### src/rtl/blk_servo_pkg.sv
package blk_servo_pkg;
  typedef enum logic [1:0] {
    DEC_HOLD = 2'd0,
    DEC_UP   = 2'd1,
    DEC_DOWN = 2'd2
  } step_dec_e;
endpackage

### src/rtl/blk_dark_meter.sv
module blk_dark_meter #(
  parameter int PIX_W   = 10,
  parameter int ROW_LG2 = 4
) (
  input  logic             clk,
  input  logic             rst_n,
  input  logic             beat,
  input  logic             sof,
  input  logic             dark,
  input  logic [PIX_W-1:0] data,
  input  logic             bin4,
  output logic             meas_ok,
  output logic [PIX_W-1:0] meas_avg
);
  localparam int SUM_W = PIX_W + ROW_LG2 + 1;
  localparam int CNT_W = ROW_LG2 + 2;
  localparam logic [CNT_W-1:0] TGT_ONE = CNT_W'(1 << ROW_LG2);
  localparam logic [CNT_W-1:0] TGT_TWO = CNT_W'(2 << ROW_LG2);

  logic [SUM_W-1:0] sum_q;
  logic [CNT_W-1:0] cnt_q;
  logic             bin4_q;
  logic [CNT_W-1:0] target;
  logic             full;
  logic             take;
  logic [SUM_W-1:0] avg_wide;

  assign target = bin4_q ? TGT_ONE : TGT_TWO;
  assign full   = (cnt_q == target);
  // at start of frame the counters restart, so the old fill state is irrelevant
  assign take   = beat && dark && (sof || !full);

  always_ff @(posedge clk) begin
    if (!rst_n) begin
      sum_q  <= '0;
      cnt_q  <= '0;
      bin4_q <= 1'b0;
    end else if (beat && sof) begin
      bin4_q <= bin4;
      sum_q  <= take ? SUM_W'(data) : '0;
      cnt_q  <= take ? CNT_W'(1) : '0;
    end else if (take) begin
      sum_q <= sum_q + SUM_W'(data);
      cnt_q <= cnt_q + CNT_W'(1);
    end
  end

  assign avg_wide = bin4_q ? (sum_q >> ROW_LG2) : (sum_q >> (ROW_LG2 + 1));
  assign meas_avg = avg_wide[PIX_W-1:0];
  assign meas_ok  = full;
endmodule

### src/rtl/blk_ema.sv
module blk_ema #(
  parameter int PIX_W = 10,
  parameter int K_W   = 3
) (
  input  logic             clk,
  input  logic             rst_n,
  input  logic             upd,
  input  logic [PIX_W-1:0] sample,
  input  logic [K_W-1:0]   k,
  output logic [PIX_W-1:0] filt_next
);
  logic [PIX_W-1:0]        filt_q;
  logic                    seeded_q;
  logic signed [PIX_W:0]   diff;
  logic signed [PIX_W:0]   delta;
  logic signed [PIX_W:0]   nsum;

  always_comb begin
    diff  = $signed({1'b0, sample}) - $signed({1'b0, filt_q});
    delta = diff >>> k;
    nsum  = $signed({1'b0, filt_q}) + delta;
    filt_next = seeded_q ? nsum[PIX_W-1:0] : sample;
  end

  always_ff @(posedge clk) begin
    if (!rst_n) begin
      filt_q   <= '0;
      seeded_q <= 1'b0;
    end else if (upd) begin
      filt_q   <= filt_next;
      seeded_q <= 1'b1;
    end
  end
endmodule

### src/rtl/blk_offset_servo.sv
module blk_offset_servo
  import blk_servo_pkg::*;
#(
  parameter int PIX_W  = 10,
  parameter int CODE_W = 8,
  parameter int STEP_W = 4
) (
  input  logic                     clk,
  input  logic                     rst_n,
  input  logic                     upd,
  input  logic [PIX_W-1:0]         level,
  input  logic [PIX_W-1:0]         thr_lo,
  input  logic [PIX_W-1:0]         thr_hi,
  input  logic [STEP_W-1:0]        step,
  output logic signed [CODE_W-1:0] code_q,
  output logic signed [CODE_W-1:0] code_next
);
  localparam int XW = CODE_W + 2;
  localparam logic signed [XW-1:0] LIM_HI = XW'((1 <<< (CODE_W - 1)) - 1);
  localparam logic signed [XW-1:0] LIM_LO = XW'(-(1 <<< (CODE_W - 1)));

  step_dec_e              dec;
  logic signed [XW-1:0]   code_x;
  logic signed [XW-1:0]   step_x;
  logic signed [XW-1:0]   trial;

  always_comb begin
    if (level < thr_lo)      dec = DEC_UP;
    else if (level > thr_hi) dec = DEC_DOWN;
    else                     dec = DEC_HOLD;
  end

  always_comb begin
    code_x = {{2{code_q[CODE_W-1]}}, code_q};
    step_x = $signed({{(XW - STEP_W){1'b0}}, step});
    case (dec)
      DEC_UP:   trial = code_x + step_x;
      DEC_DOWN: trial = code_x - step_x;
      default:  trial = code_x;
    endcase
    if (!upd)                code_next = code_q;
    else if (trial > LIM_HI) code_next = LIM_HI[CODE_W-1:0];
    else if (trial < LIM_LO) code_next = LIM_LO[CODE_W-1:0];
    else                     code_next = trial[CODE_W-1:0];
  end

  always_ff @(posedge clk) begin
    if (!rst_n) code_q <= '0;
    else        code_q <= code_next;
  end
endmodule

### src/rtl/black_level_servo.sv
module black_level_servo #(
  parameter int PIX_W   = 10,
  parameter int ROW_LG2 = 4,
  parameter int CODE_W  = 8,
  parameter int STEP_W  = 4,
  parameter int K_W     = 3
) (
  input  logic                     clk,
  input  logic                     rst_n,
  input  logic                     s_valid,
  output logic                     s_ready,
  input  logic [PIX_W-1:0]         s_data,
  input  logic                     s_sof,
  input  logic                     s_dark,
  input  logic                     cfg_bin4,
  input  logic [PIX_W-1:0]         cfg_thr_lo,
  input  logic [PIX_W-1:0]         cfg_thr_hi,
  input  logic [STEP_W-1:0]        cfg_step,
  input  logic [K_W-1:0]           cfg_filt_k,
  input  logic                     cfg_manual,
  input  logic signed [CODE_W-1:0] cfg_manual_val,
  output logic signed [CODE_W-1:0] offset_code,
  output logic signed [CODE_W-1:0] rd_auto
);
  logic                     beat;
  logic                     sof_beat;
  logic                     meas_ok;
  logic [PIX_W-1:0]         meas_avg;
  logic                     upd;
  logic [PIX_W-1:0]         filt_next;
  logic signed [CODE_W-1:0] auto_next;

  assign s_ready  = 1'b1;
  assign beat     = s_valid && s_ready;
  assign sof_beat = beat && s_sof;
  assign upd      = sof_beat && meas_ok;

  blk_dark_meter #(.PIX_W(PIX_W), .ROW_LG2(ROW_LG2)) i_meter (
    .clk(clk), .rst_n(rst_n), .beat(beat), .sof(s_sof), .dark(s_dark),
    .data(s_data), .bin4(cfg_bin4), .meas_ok(meas_ok), .meas_avg(meas_avg)
  );

  blk_ema #(.PIX_W(PIX_W), .K_W(K_W)) i_ema (
    .clk(clk), .rst_n(rst_n), .upd(upd), .sample(meas_avg),
    .k(cfg_filt_k), .filt_next(filt_next)
  );

  blk_offset_servo #(.PIX_W(PIX_W), .CODE_W(CODE_W), .STEP_W(STEP_W)) i_servo (
    .clk(clk), .rst_n(rst_n), .upd(upd), .level(filt_next),
    .thr_lo(cfg_thr_lo), .thr_hi(cfg_thr_hi), .step(cfg_step),
    .code_q(rd_auto), .code_next(auto_next)
  );

  always_ff @(posedge clk) begin
    if (!rst_n)        offset_code <= '0;
    else if (sof_beat) offset_code <= cfg_manual ? cfg_manual_val : auto_next;
  end
endmodule

### config.mk
export PLATFORM = sky130hd
export DESIGN_NAME = black_level_servo
export DESIGN_NICKNAME = d
export VERILOG_FILES = /design/src/rtl/blk_servo_pkg.sv /design/src/rtl/blk_dark_meter.sv /design/src/rtl/blk_ema.sv /design/src/rtl/blk_offset_servo.sv /design/src/rtl/black_level_servo.sv
export SDC_FILE = /design/constraint.sdc
export NUM_CORES = 1
export LEC_CHECK = 0
export BUFFER_PORTS_ARGS = -buffer_cell sky130_fd_sc_hd__buf_2
export CORE_MARGIN = 2
export CORE_UTILIZATION = 44
export CTS_CLUSTER_DIAMETER = 60
export DETAILED_ROUTE_END_ITERATION = 10
export GPL_TIMING_DRIVEN = 0
export PLACE_DENSITY = 0.66
export SLEW_MARGIN = 20
export SYNTH_ARGS = -nofsm -noshare
export SYNTH_HDL_FRONTEND = slang
export SYNTH_SLANG_ARGS = --single-unit
### constraint.sdc
create_clock -name clk -period 8.25 [get_ports clk]
set_input_delay 0.4125 -clock clk [delete_from_list [all_inputs] [get_ports clk]]
set_output_delay 0.4125 -clock clk [all_outputs]
set_load 0.02 [all_outputs]
# Yosys cells after proc, flatten, opt, wreduce, memory -nomap -nowiden
# Index checks and enable logic that the tools add are counted.
[totals]
wordCells = 44
ff_bits = 49
inputBits = 52
[classes]
eq_ne = 3
n_lt_le_gt_ge = 4
reduce_logical = 7
n_addsub = 6
mux = 16
shift = 1
[ops]
columns = ["cell", "count"]
rows = [
  ["$mux 8", 4],
  ["$mux 10", 3],
  ["$mux 15", 2],
  ["$pmux 10 s2", 1],
  ["$mux 6", 3],
  ["$add 15x10->15", 1],
  ["$sshr 11x3->10", 1],
  ["$sub 10x10->11", 1],
  ["$add 10x10->10", 1],
  ["$gt 10x10->1", 1],
  ["$gt 10x8->1 const B", 1],
  ["$lt 10x10->1", 1],
  ["$lt 10x8->1 const B", 1],
  ["$add 8x5->9", 1],
  ["$sub 8x5->9", 1],
  ["$add 6x1->6 const B", 1],
  ["$eq 6x6->1", 1],
  ["$logic_and 1x1->1", 4],
  ["$mux 2", 2],
  ["$eq 2x1->1 const B", 1],
  ["$eq 2x2->1 const B", 1],
  ["$reduce_bool 2->1", 1],
  ["$logic_not 1->1", 1],
  ["$logic_or 1x1->1", 1],
  ["$mux 1", 1],
]

# Logic depth before layout (Yosys ltp)
# Gate-level depths: netlist of run 1.
[depth]
ltp_word = 15
depth_mapped = 39

# By module
# A second synthesis of run 1 with hierarchy kept.
[unflattened]
cells_unflattened = 645
area_unflattened_um2 = 5266.3
[modules_own_cells]
columns = ["module", "area_each_um2", "cells_each", "seq_area_each_um2", "instances"]
rows = [
  ["blk_ema", 1715.4, 220, 220.2, 1],
  ["blk_dark_meter", 1601.5, 192, 440.4, 1],
  ["blk_offset_servo", 1500.2, 192, 160.2, 1],
  ["black_level_servo", 449.2, 41, 160.2, 1],
]

# Worst setup path before layout of run 1
# No wires, ideal clock.
[synth_timing]
kind = "flip-flop to flip-flop"
from = "register i_meter.bin4_q"
to = "register offset_code[5]"
period_less_slack_ns = 8.302
path_stages_with_launch = 35
required_time_ns = 8.134
arrival_time_ns = 8.187
slack_ns = -0.052
n_path_buf = 1
setup_time_ns = 0.116
path_cell_list = "dfxtp_1 > buf_1 > mux2_2 > ha_1 > nor2b_1 > o2111a_1 > nor3_1 > o21ai_0 > xor2_1 > mux2i_1 > mux2_2 > o21ai_0 > ha_1 > a21o_1 > a21oi_1 > o22ai_1 > o41ai_1 > o21a_1 > nand2_1 > mux2_2 > o21ai_0 > ha_1 > and4_1 > a2111o_1 > o211a_1 > or2_2 > ha_1 > and2_4 > a221o_1 > or4_4 > a31o_1 > a32oi_2 > nor2_2 > o22a_1 > a31o_1"
[synth_via]
elab_chain_cells = 15
[synth_lines]
columns = ["item", "line", "text"]
rows = [
  ["start, declared", "blk_dark_meter.sv:22", "logic bin4_q;"],
  ["start signal, assigned", "blk_dark_meter.sv:39", "bin4_q <= bin4;"],
  ["$mux 10 (*)", "blk_dark_meter.sv:48", "assign avg_wide = bin4_q ? (sum_q >> ROW_LG2) : (sum_q >> (ROW_LG2 + 1));"],
  ["$sub 10x10->11", "blk_ema.sv:19", "diff = $signed({1'b0, sample}) - $signed({1'b0, filt_q});"],
  ["$sshr 11x3->10", "blk_ema.sv:20", "delta = diff >>> k;"],
  ["$add 10x10->10", "blk_ema.sv:21", "nsum = $signed({1'b0, filt_q}) + delta;"],
  ["$mux 10 (*)", "blk_ema.sv:22", "filt_next = seeded_q ? nsum[PIX_W-1:0] : sample;"],
  ["named net filt_next[9]", "black_level_servo.sv:30", "logic [PIX_W-1:0] filt_next;"],
  ["$gt 10x10->1", "blk_offset_servo.sv:29", "else if (level > thr_hi) dec = DEC_DOWN;"],
  ["$mux 2", "blk_offset_servo.sv:29", ""],
  ["$mux 2 (*)", "blk_offset_servo.sv:28", "if (level < thr_lo) dec = DEC_UP;"],
  ["$eq 2x2->1 or $eq 2x1->1 (tied branches)", "blk_offset_servo.sv:36", "case (dec)"],
  ["$pmux 10 s2 (*)", "blk_offset_servo.sv:36", ""],
  ["$lt 10x8->1", "blk_offset_servo.sv:43", "else if (trial < LIM_LO) code_next = LIM_LO[CODE_W-1:0];"],
  ["$mux 8", "blk_offset_servo.sv:43", ""],
  ["$mux 8 (*)", "blk_offset_servo.sv:42", "else if (trial > LIM_HI) code_next = LIM_HI[CODE_W-1:0];"],
  ["$mux 8 (*)", "blk_offset_servo.sv:41", "if (!upd) code_next = code_q;"],
  ["$mux 8 (*)", "black_level_servo.sv:56", "else if (sof_beat) offset_code <= cfg_manual ? cfg_manual_val : auto_next;"],
  ["end signal, assigned", "black_level_servo.sv:56", ""],
  ["end, declared", "black_level_servo.sv:22", "output logic signed [CODE_W-1:0] offset_code,"],
]
# Mark *: on every way through the listed nets, which the timed path passes. The rest lies on a longest branch.
# A chain may end at the register's enable or synchronous reset.

# Worst setup path in the final report of run 1
# Ends and elaborated chain as after synthesis.

==> summary.md, run 1 <==
| Metric | Value |
|---|---|
| Via density per instance | `5.83` |
| H-Tree Depth | `2` |
| Post-route clock period utilization | `100%` |
| Min setup slack post-route | `-0.0279 ns` |
| Final total negative setup slack | `-0.0692 ns` |
| # nets final | `881` |
| Vias in the first global route | `5016` |
| Layout area overhead | `28.7%` |
| Count of final setup violators | `5` |
| Post-synth top area share | `19.2%` |
| Cts bufs inserted | `5` |
| Status | `finished with violations` |
| Netlist cell types | `74` |
| Max Slew Vio Count | `0` |
| Setup crit end kind | `flop` |
| CTS clock-pin slew for the worst setup and hold paths | `0.07 ns` |
| Worst-Skew Late Latency | `0.29 ns` |
| Die Y | `112 um` |
| Row cnt | `39` |
| Initial antenna violation count | `0` |
| VDD IR max | `95.8 uV` |
| Clk sinks | `49` |
| Dpl ws | `-0.987 ns` |
| Hpwl dp | `11.3 mm` |
| Storage element area | `986 um2` |
| Multi-input logic area | `0.00420 mm2` |
| Leading cell type in the layout, fill and taps excluded | `buf_2` |
| Starting Density | `44.9%` |
| CP arrival | `8.46 ns` |
| DR DRC count | `0` |
| GPL Wtd Cong | `0.939` |
| Mapped cell area | `0.00510 mm2` |
| TritonCTS clock tree | `yes` |
| Async S/R FF share, synth | `0%` |
| Most frequent cell on the critical path | `mux2_4` |
| Worst-Margin Slew | `0.805 ns` |
| Die footprint | `0.0125 mm2` |
| Seq cells post-synth | `49` |
| Most frequent cells in the layout | `buf_2 (67), inv_1 (58), nor2_1 (57)` |
| Power density cells | `124 mW/mm2` |
| Final hold vios | `0` |
| Max-Cap Viols | `0` |
| Post-synth EDFFs | `0` |
| CP peak stage delay | `0.54 ns` |
| IO buf count | `65` |
| R2r worst-path depth | `36` |
| Slowest CP cell | `or4_4` |
| Hold_buf cts | `0` |
| Leading area contributor after synthesis | `dfxtp_1` |
| Synth Warn # | `0` |
| Routed wire length per instance | `16.5 um` |
| Drt first pass iters | `5` |
| Clock Tree Buf Depth | `2` |
| Max Fclk | `121 MHz` |
| Share of layout cells above drive strength 1 | `27.0%` |
| CORE AREA | `0.0114 mm2` |
| Vias | `5299` |
| Ant. Diodes | `0` |
| Num ports | `69` |
| Hold path depth | `3` |
| Violations in the final reports | `negative setup slack` |
| Critical path startpoint category | `flop` |
| Final Skew | `0.00767 ns` |
| Leak | `2.84 nW` |
| Syn_nets | `774` |
| Die Wd | `112 um` |
| Pin count of the biggest net entering global routing | `16` |
| Root buf cell | `clkbuf_16` |
| RSZ-0062 raised after global routing | `yes` |
| Min cycle time layout | `8.28 ns` |
| Global-route wire length before repair | `23.8 mm` |
| GRT Residual Overflow | `0` |
| Avg Inst Size Synth | `7.75 um2` |
| WL final | `15.0 mm` |
| Slew headroom | `46.2%` |
| CP Class | `reg -> reg` |
| Top post-synthesis cells by area | `dfxtp_1 (19%), ha_1 (15%), o21ai_0 (5.5%)` |
| Number of DRC markers after the initial detailed-route iteration | `269` |
| HP Class | `in -> reg` |
| Routed Antenna Nets | `0` |
| Main synth FF type | `dfxtp_1` |
| Fill cells | `1014` |
| Mapped Cells | `658` |
| Seq/Total Area, Yosys | `19.2%` |
| Worst EP required | `8.44 ns` |
| Critical path fanouts, max | `7` |
| Tot GR Track Use | `22.8%` |
==> layout make-up <==
cell class	count	share of cell area [%]
inverter	59	3.37
timing repair buffer	100	9.45
sequential	49	15.0
tap	143	2.73
clock buffer	6	2.12
buffer	28	2.69
multi-input combinational	522	64.0
clock inverter	2	0.572
==> cell families (layout without fill, tap and decap cells) <==
kind of cell | Yosys count | after routing | synth area share (%)
adder cells (fa/ha/maj) | 64 | 64 | 16.3
flip-flops | 49 | 49 | 19.2
buffers and inverters | 87 | 195 | 7.58
AO/OA/AOI/OAI | 182 | 182 | 23.9
AND/OR/NAND/NOR | 213 | 213 | 21.0
multiplexers | 32 | 32 | 6.82
XOR/XNOR | 30 | 30 | 5.15
other | 1 | 1 | 0.0735
==> worst max-delay path: cells and delay by family (launching register included) <==
kind	cells	cell delay [ns]
buffers and inverters	2	0.31
adders and majority gates	4	1.06
and+or+nand+nor	8	1.77
AOI/OAI and AO/OA	17	3.29
DFF	1	0.39
muxes	4	1.01
xor gates and xnor gates	1	0.32
==> metrics by stage <==
stage | total power (W) | area [um2] | std cells | util, % | hold WS [ns]
after floorplan | 0.000436 | 5100 | 658 | - | 0.462
after global placement | 0.000494 | 5610 | 866 | 49.3 | 0.473
after detailed placement | 0.000503 | 5610 | 866 | 49.3 | 0.478
after CTS | 0.000772 | 6150 | 892 | 54.1 | 0.359
after global routing | 0.000853 | 6560 | 909 | 57.7 | 0.367
final | 0.000812 | 6560 | 909 | 57.7 | 0.360
==> report_power, final <==
part	internal [W]	leakage, nW	switching (W)
combinational	0.000148	2.36	0.000169
sequential	0.000244	0.399	0.00000790
clock	0.000151	0.0831	0.0000922
total	0.000543	2.84	0.000269
==> worst paths after layout <==
check                      to  slack (ns)        startpoint
max            offset_code[5]       -0.03    i_meter.bin4_q
min reg2reg  i_meter.sum_q[0]        0.50  i_meter.sum_q[0]
min            i_meter.bin4_q        0.36          cfg_bin4
max reg2reg    offset_code[5]       -0.03    i_meter.bin4_q
==> cells in the mapped netlist (9+ instances only) <==
| cell | instances |
|---|---|
| a21oi_1 | 40 |
| clkbuf_1 | 15 |
| dfxtp_1 | 49 |
| ha_1 | 60 |
| inv_1 | 59 |
| mux2_2 | 12 |
| mux2i_1 | 19 |
| nand2_1 | 45 |
| nand2b_1 | 9 |
| nand3_1 | 33 |
| nor2_1 | 59 |
| nor3_1 | 10 |
| o211ai_1 | 14 |
| o21a_1 | 10 |
| o21ai_0 | 56 |
| xnor2_1 | 21 |
| xor2_1 | 9 |
==> state kept, by name, summed over array words and instances, names as in the netlist <==
signal / flops
i_ema.seeded_q: 1
i_meter.cnt_q: 6
i_meter.sum_q: 15
offset_code: 8
i_ema.filt_q: 10
i_servo.code_q: 8
i_meter.bin4_q: 1
==> metal layers <==
layer	track usage, %	vias up	share of wire [%]
met4	5.60	0	1.4
met5	0	-	0
li1	-	2598	-
met2	40.3	130	50
met1	30.0	2552	45
met3	1.96	19	3.7
==> what timing repair did <==
item / in CTS / in global routing
pin swaps: 21 / 48
cloned: 1 / 0
resized for setup: 51 / 49
buffers inserted: 17 / 17
setup endpoints to repair: 16 / 16
Note: power is estimated with default switching activity, not from simulation.
==> run 2, diff against run 1 <==
--- a/config.mk
+++ b/config.mk
@@ -6,12 +6,10 @@
 export NUM_CORES = 1
 export LEC_CHECK = 0
 export BUFFER_PORTS_ARGS = -buffer_cell sky130_fd_sc_hd__buf_2
-export CORE_MARGIN = 2
 export CORE_UTILIZATION = 44
 export CTS_CLUSTER_DIAMETER = 60
 export DETAILED_ROUTE_END_ITERATION = 10
 export GPL_TIMING_DRIVEN = 0
-export PLACE_DENSITY = 0.66
 export SLEW_MARGIN = 20
 export SYNTH_ARGS = -nofsm -noshare
 export SYNTH_HDL_FRONTEND = slang
==> constraint.sdc (replaced) <==
create_clock -name clk -period 8.1 [get_ports clk]
set_input_delay 0.405 -clock clk [delete_from_list [all_inputs] [get_ports clk]]
set_output_delay 0.405 -clock clk [all_outputs]
set_load 0.02 [all_outputs]
==> run 2 against run 1 <==
The flow still finishes with violations (negative setup slack). Count of clock-buffer cells in the layout did not move. Largest power group unchanged. Critical path depth did not move. Combinational power barely moved. Largest cell class unchanged. Cell area rose by 0.23%. Wire length fell by 0.37%. Sequential share of layout area fell by 0.053 points. Via count fell by 2.1%. Clock power fell by 8.6%. Register-to-register slack improved by 0.02 ns.
==> summary.md, run 2 (synthesized netlist as in run 1, its figures left out) <==
| Metric | Value |
|---|---|
| Status | `finished with violations` |
| Violations in the final reports | `negative setup slack` |
| Multi-input logic area | `0.00426 mm2 (+1.3%)` |
| Critical path startpoint category | `flop` |
| Tot GR Track Use | `24.9% (+2.1 points)` |
| Die Y | `110 um (-1.8%)` |
| Routed Antenna Nets | `0 (unchanged)` |
| Pin count of the biggest net entering global routing | `17 (+1)` |
| Storage element area | `985 um2 (-0.13%)` |
| Leading cell type in the layout, fill and taps excluded | `buf_2` |
| Die footprint | `0.0120 mm2 (-3.6%)` |
| CP arrival | `8.30 ns (-0.16 ns)` |
| Max reg flops | `15 (unchanged)` |
| Largest Register | `i_meter.sum_q` |
| Most frequent cells in the layout | `buf_2 (67), nor2_1 (58), inv_1 (58)` |
| Starting Density | `46.0% (+1.2 points)` |
| Cts bufs inserted | `5 (unchanged)` |
| Max-Cap Viols | `0 (unchanged)` |
| CTS clock-pin slew for the worst setup and hold paths | `0.08 ns (about the same)` |
| Share of layout cells above drive strength 1 | `28.1% (+1.1 points)` |
| Final Skew | `0.0136 ns (+0.00590 ns)` |
| Max Slew Vio Count | `0 (unchanged)` |
| Power, Total | `0.000794 W (-2.2%)` |
| Largest registers | `i_meter.sum_q x15, i_ema.filt_q x10` |
| IO buf count | `65 (unchanged)` |
| Num ports | `69 (unchanged)` |
| Layout area overhead | `29.0%` |
| Global-route wire length before repair | `23.3 mm (-1.9%)` |
| CP Class | `reg -> reg` |
| Min setup slack post-route | `-0.0106 ns (+0.0173 ns)` |
| Row cnt | `38 (-2.6%)` |
| RSZ-0062 raised after global routing | `yes` |
| Min cycle time layout | `8.11 ns (-0.167 ns)` |
| Clock Tree Buf Depth | `2 (unchanged)` |
| Slew headroom | `42.8% (-3.5 points)` |
| Vias in the first global route | `5009 (-0.14%)` |
| Root buf cell | `clkbuf_16` |
| Drt first pass iters | `5 (unchanged)` |
| HP Class | `in -> reg` |
| WL final | `15.0 mm (-0.37%)` |
| Power density cells | `121 mW/mm2 (-2.4%)` |
| GRT Residual Overflow | `0 (unchanged)` |
| H-Tree Depth | `2 (unchanged)` |
| Setup crit end kind | `flop` |
| TritonCTS clock tree | `yes` |
| Via density per instance | `5.73 (-1.6%)` |
| Final hold vios | `0 (unchanged)` |
| Die Wd | `110 um (-1.8%)` |
| Hpwl dp | `11.2 mm (-0.74%)` |
| # nets final | `880 (-0.11%)` |
| Clk sinks | `49 (unchanged)` |
| CP peak stage delay | `0.53 ns (about the same)` |
| Post-route clock period utilization | `100% (-0.21 points)` |
| Max Fclk | `123 MHz (+2.1%)` |
| Final total negative setup slack | `-0.0154 ns (+0.0538 ns)` |
| WP buf/inv | `2 (unchanged)` |
| Delay-heaviest family, CP | `compound AO/OA/AOI/OAI gates` |
| Slowest CP cell | `or4_4` |
| DR DRC count | `0 (unchanged)` |
| VDD IR max | `94.4 uV (-1.6%)` |
| Leak | `2.82 nW (-0.83%)` |
| Initial antenna violation count | `0 (unchanged)` |
| Vias | `5189 (-2.1%)` |
| Dpl ws | `-0.965 ns (+0.0222 ns)` |
| Count of final setup violators | `2 (-3)` |
| Worst-Margin Slew | `0.857 ns (+0.0521 ns)` |
| Number of DRC markers after the initial detailed-route iteration | `254 (-5.6%)` |
| Most frequent cell on the critical path | `or4_4` |
| Fill cells | `1016 (+0.20%)` |
| GPL Wtd Cong | `0.884 (-5.8%)` |
| Worst-Skew Late Latency | `0.30 ns (about the same)` |
| Worst EP required | `8.29 ns (-0.15 ns)` |
| Ant. Diodes | `0 (unchanged)` |
| Routed wire length per instance | `16.5 um (about the same)` |
| CORE AREA | `0.0111 mm2 (-2.6%)` |
| Critical path fanouts, max | `5 (-2)` |
## run 2: what timing repair did
| action | 4_1_cts | 5_1_grt |
|---|---|---|
| setup endpoints to repair | 16 | 16 |
| gates cloned | 1 | 0 |
| pin swaps | 26 | 32 |
| endpoints found under the hold margin | 0 | 0 |
| resized for setup | 57 | 53 |
| buffers inserted | 21 | 12 |
| hold buffers | 0 | 0 |
## run 2: path summary, 6_finish.rpt
kind	from	to	slack [ns]	depth (start not counted)
max	i_meter.bin4_q	offset_code[4]	-0.01	36
max reg2reg	i_meter.bin4_q	offset_code[4]	-0.01	36
min reg2reg	i_meter.cnt_q[1]	i_meter.cnt_q[1]	0.50	2
min	cfg_bin4	i_meter.bin4_q	0.33	3
## run 2: metal layers
metal | global-route usage (%) | vias up | wire (um) | part of all wire [%]
li1 | - | 2591 | - | -
met3 | 3.32 | 27 | 595 | 4.0
met4 | 6.86 | 0 | 308 | 2.1
met2 | 42.9 | 127 | 7090 | 47
met5 | 0 | - | 0 | 0
met1 | 32.3 | 2444 | 6980 | 47
## run 2: power by group
group	internal (W)	total (W)	switching [W]
Sequential	0.000248	0.000256	0.00000829
Clock	0.000125	0.000223	0.0000982
Combinational	0.000148	0.000315	0.000167
## run 2: worst reg2reg max path: cells and delay by family (launching register included)
family,cells,cell delay (ns)
AND/OR/NAND/NOR,9,2.26
XOR/XNOR,2,0.27
adder cells (fa/ha/maj),4,1.07
AO/OA/AOI/OAI,15,2.84
buffers and inverters,2,0.32
flip-flops,1,0.39
multiplexers,4,0.83
## run 2: area by class of cell
class | instances | share of cell area (%)
buffer | 28 | 2.68
clock buffer | 6 | 2.11
clock inverter | 2 | 0.266
inverter | 59 | 3.37
multi-input combinational | 522 | 64.7
sequential | 49 | 15.0
tap | 140 | 2.66
timing repair buffer | 99 | 9.21
## run 2: through the flow
step	util [%]	cells	cell area (um2)	hold slack (ns)
6_report	59.4	905	6580	0.331
5_1_grt	59.4	905	6580	0.345
4_1_cts	56.2	893	6230	0.334
3_5_place_dp	50.6	863	5610	0.472
3_3_place_gp	50.6	863	5610	0.473
2_1_floorplan	-	658	5110	0.462
==> run 3, diff against run 2 <==
--- a/config.mk
+++ b/config.mk
@@ -14,3 +14,4 @@
 export SYNTH_ARGS = -nofsm -noshare
 export SYNTH_HDL_FRONTEND = slang
 export SYNTH_SLANG_ARGS = --single-unit
+export TNS_END_PERCENT = 20
==> run 3 against run 2 <==
The run still ends with negative setup slack left. Wire length fell by 0.38%. Via count rose by 0.17%. Worst setup slack improved by 0.00091 ns. Final cell count did not move. Die area did not move. Combinational power barely moved. Highest routed layer unchanged. Largest cell class unchanged. Critical path type unchanged. Flip-flop and latch count did not move. Core utilization barely moved. Register-to-register slack barely moved.
==> summary.md, run 3 (synthesized netlist as in run 1, its figures left out) <==
| Metric | Value |
|---|---|
| TritonCTS clock tree | `yes` |
| Routed wire length per instance | `16.5 um (-0.38%)` |
| Clk sinks | `49 (unchanged)` |
| Post-route clock period utilization | `100% (about the same)` |
| GPL Wtd Cong | `0.884 (unchanged)` |
| CTS clock-pin slew for the worst setup and hold paths | `0.08 ns (about the same)` |
| Leak | `2.82 nW (about the same)` |
| Power, Total | `0.000794 W (about the same)` |
| Worst-Skew Late Latency | `0.30 ns (about the same)` |
| Max Fclk | `123 MHz (about the same)` |
| Status | `finished with violations` |
| Max-Cap Viols | `0 (unchanged)` |
| Die Wd | `110 um (unchanged)` |
| Final hold vios | `0 (unchanged)` |
| Share of layout cells above drive strength 1 | `28.0% (-0.13 points)` |
| Die footprint | `0.0120 mm2 (unchanged)` |
| Row cnt | `38 (unchanged)` |
| Pin count of the biggest net entering global routing | `17 (unchanged)` |
| CP Class | `reg -> reg` |
| Clock Tree Buf Depth | `2 (unchanged)` |
| DR DRC count | `0 (unchanged)` |
| Largest Register | `i_meter.sum_q` |
| Ant. Diodes | `0 (unchanged)` |
| Setup crit end kind | `flop` |
| Hpwl dp | `11.2 mm (unchanged)` |
| Global-route wire length before repair | `23.3 mm (unchanged)` |
| Layout area overhead | `28.9% (about the same)` |
| Count of final setup violators | `2 (unchanged)` |
| Num ports | `69 (unchanged)` |
| Final Util | `59.4% (about the same)` |
| Tot GR Track Use | `24.9% (unchanged)` |
| Slew headroom | `44.3% (+1.5 points)` |
| Vias in the first global route | `5009 (unchanged)` |
| # nets final | `880 (unchanged)` |
| Largest registers | `i_meter.sum_q x15, i_ema.filt_q x10` |
| Violations in the final reports | `negative setup slack` |
| Drt first pass iters | `5 (unchanged)` |
| Final Skew | `0.0136 ns (+0.0000649 ns)` |
| VDD IR max | `94.4 uV (about the same)` |
| Min setup slack post-route | `-0.00969 ns (+0.000911 ns)` |
| HP Class | `in -> reg` |
| WL final | `14.9 mm (-0.38%)` |
| CORE AREA | `0.0111 mm2 (unchanged)` |
| GRT Residual Overflow | `0 (unchanged)` |
| Leading cell type in the layout, fill and taps excluded | `buf_2` |
| CP arrival | `8.30 ns (about the same)` |
| Critical path startpoint category | `flop` |
| H-Tree Depth | `2 (unchanged)` |
| Slowest CP cell | `or4_4` |
| Most frequent cells in the layout | `buf_2 (67), nor2_1 (58), inv_1 (58)` |
| Worst-Margin Slew | `0.834 ns (-0.0231 ns)` |
| RSZ-0062 raised after global routing | `yes` |
| Tightest hold margin | `0.333 ns (+0.00131 ns)` |
| Vias | `5198 (+0.17%)` |
| Hold_buf cts | `0 (unchanged)` |
| Die Y | `110 um (unchanged)` |
| Routed Antenna Nets | `0 (unchanged)` |
| Max reg flops | `15 (unchanged)` |
| Number of DRC markers after the initial detailed-route iteration | `272 (+7.1%)` |
| IO buf count | `65 (unchanged)` |
| CP peak stage delay | `0.53 ns (about the same)` |
| Root buf cell | `clkbuf_16` |
| Worst EP required | `8.29 ns (about the same)` |
| Most frequent cell on the critical path | `or4_4` |
| Dpl ws | `-0.965 ns (unchanged)` |
| Critical path fanouts, max | `5 (unchanged)` |
| Cts bufs inserted | `5 (unchanged)` |
| Via density per instance | `5.74 (+0.17%)` |
| Initial antenna violation count | `0 (unchanged)` |
| Max Slew Vio Count | `0 (unchanged)` |
| Power density cells | `121 mW/mm2 (about the same)` |
| Min cycle time layout | `8.11 ns (-0.000911 ns)` |
| Starting Density | `46.0% (unchanged)` |
[run 3: cell types whose count changed in the layout (fill, tap and decap cells not counted)]
cell	change
o21ai_2	-1
o21ai_0	+1
[run 3: worst max-delay path: cells and delay by family (launching register included)]
kind	cells	cell delay (ns)
and+or+nand+nor	9	2.26
adders and majority gates	4	1.07
buffers and inverters	2	0.32
AOI/OAI and AO/OA	15	2.83
DFF	1	0.39
muxes	4	0.83
xor gates and xnor gates	2	0.27
[run 3: what timing repair did]
action,4_1_cts,5_1_grt
setup endpoints to repair,16,16
pin swaps,26,32
resized for setup,57,51
hold endpoints to repair,0,0
setup buffers,21,12
cloned,1,0
[run 3: per-stage QoR]
step / setup TNS [ns] / std cells / instance area, um2
floorplan: 0 / 658 / 5110
global placement: -12.10 / 863 / 5610
global route: -3.00 / 905 / 6580
finish: -0.0132 / 905 / 6580
detailed placement: -13.03 / 863 / 5610
CTS: -0.0985 / 893 / 6230
[run 3: power breakdown]
part | total (W) | internal (W) | switching, W
combinational | 0.000315 | 0.000148 | 0.000166
sequential | 0.000256 | 0.000248 | 0.00000832
clock | 0.000223 | 0.000125 | 0.0000980
total | 0.000794 | 0.000521 | 0.000273
[run 3: layer usage]
| layer | part of all wire, % | vias up | track usage (%) |
|---|---|---|---|
| met3 | 4.2 | 31 | 3.32 |
| met2 | 47 | 130 | 42.9 |
| li1 | - | 2596 | - |
| met5 | 0 | - | 0 |
| met1 | 46 | 2441 | 32.3 |
| met4 | 2.1 | 0 | 6.86 |
[run 3: final cells by class]
class / instances / area [um2]
buffer: 28 / 176
clock buffer: 6 / 139
clock inverter: 2 / 17.5
fill: 1016 / 4500
inverter: 59 / 221
multi-input combinational: 522 / 4260
sequential: 49 / 985
tap: 140 / 175
timing repair buffer: 99 / 606
[run 3: worst paths after layout]
path	end	from	depth (start not counted)	slack, ns
hold reg to reg	offset_code[0]	offset_code[0]	2	0.49
setup / recovery	offset_code[4]	i_meter.bin4_q	36	-0.01
setup reg to reg	offset_code[4]	i_meter.bin4_q	36	-0.01
hold / removal	i_meter.bin4_q	cfg_bin4	3	0.33
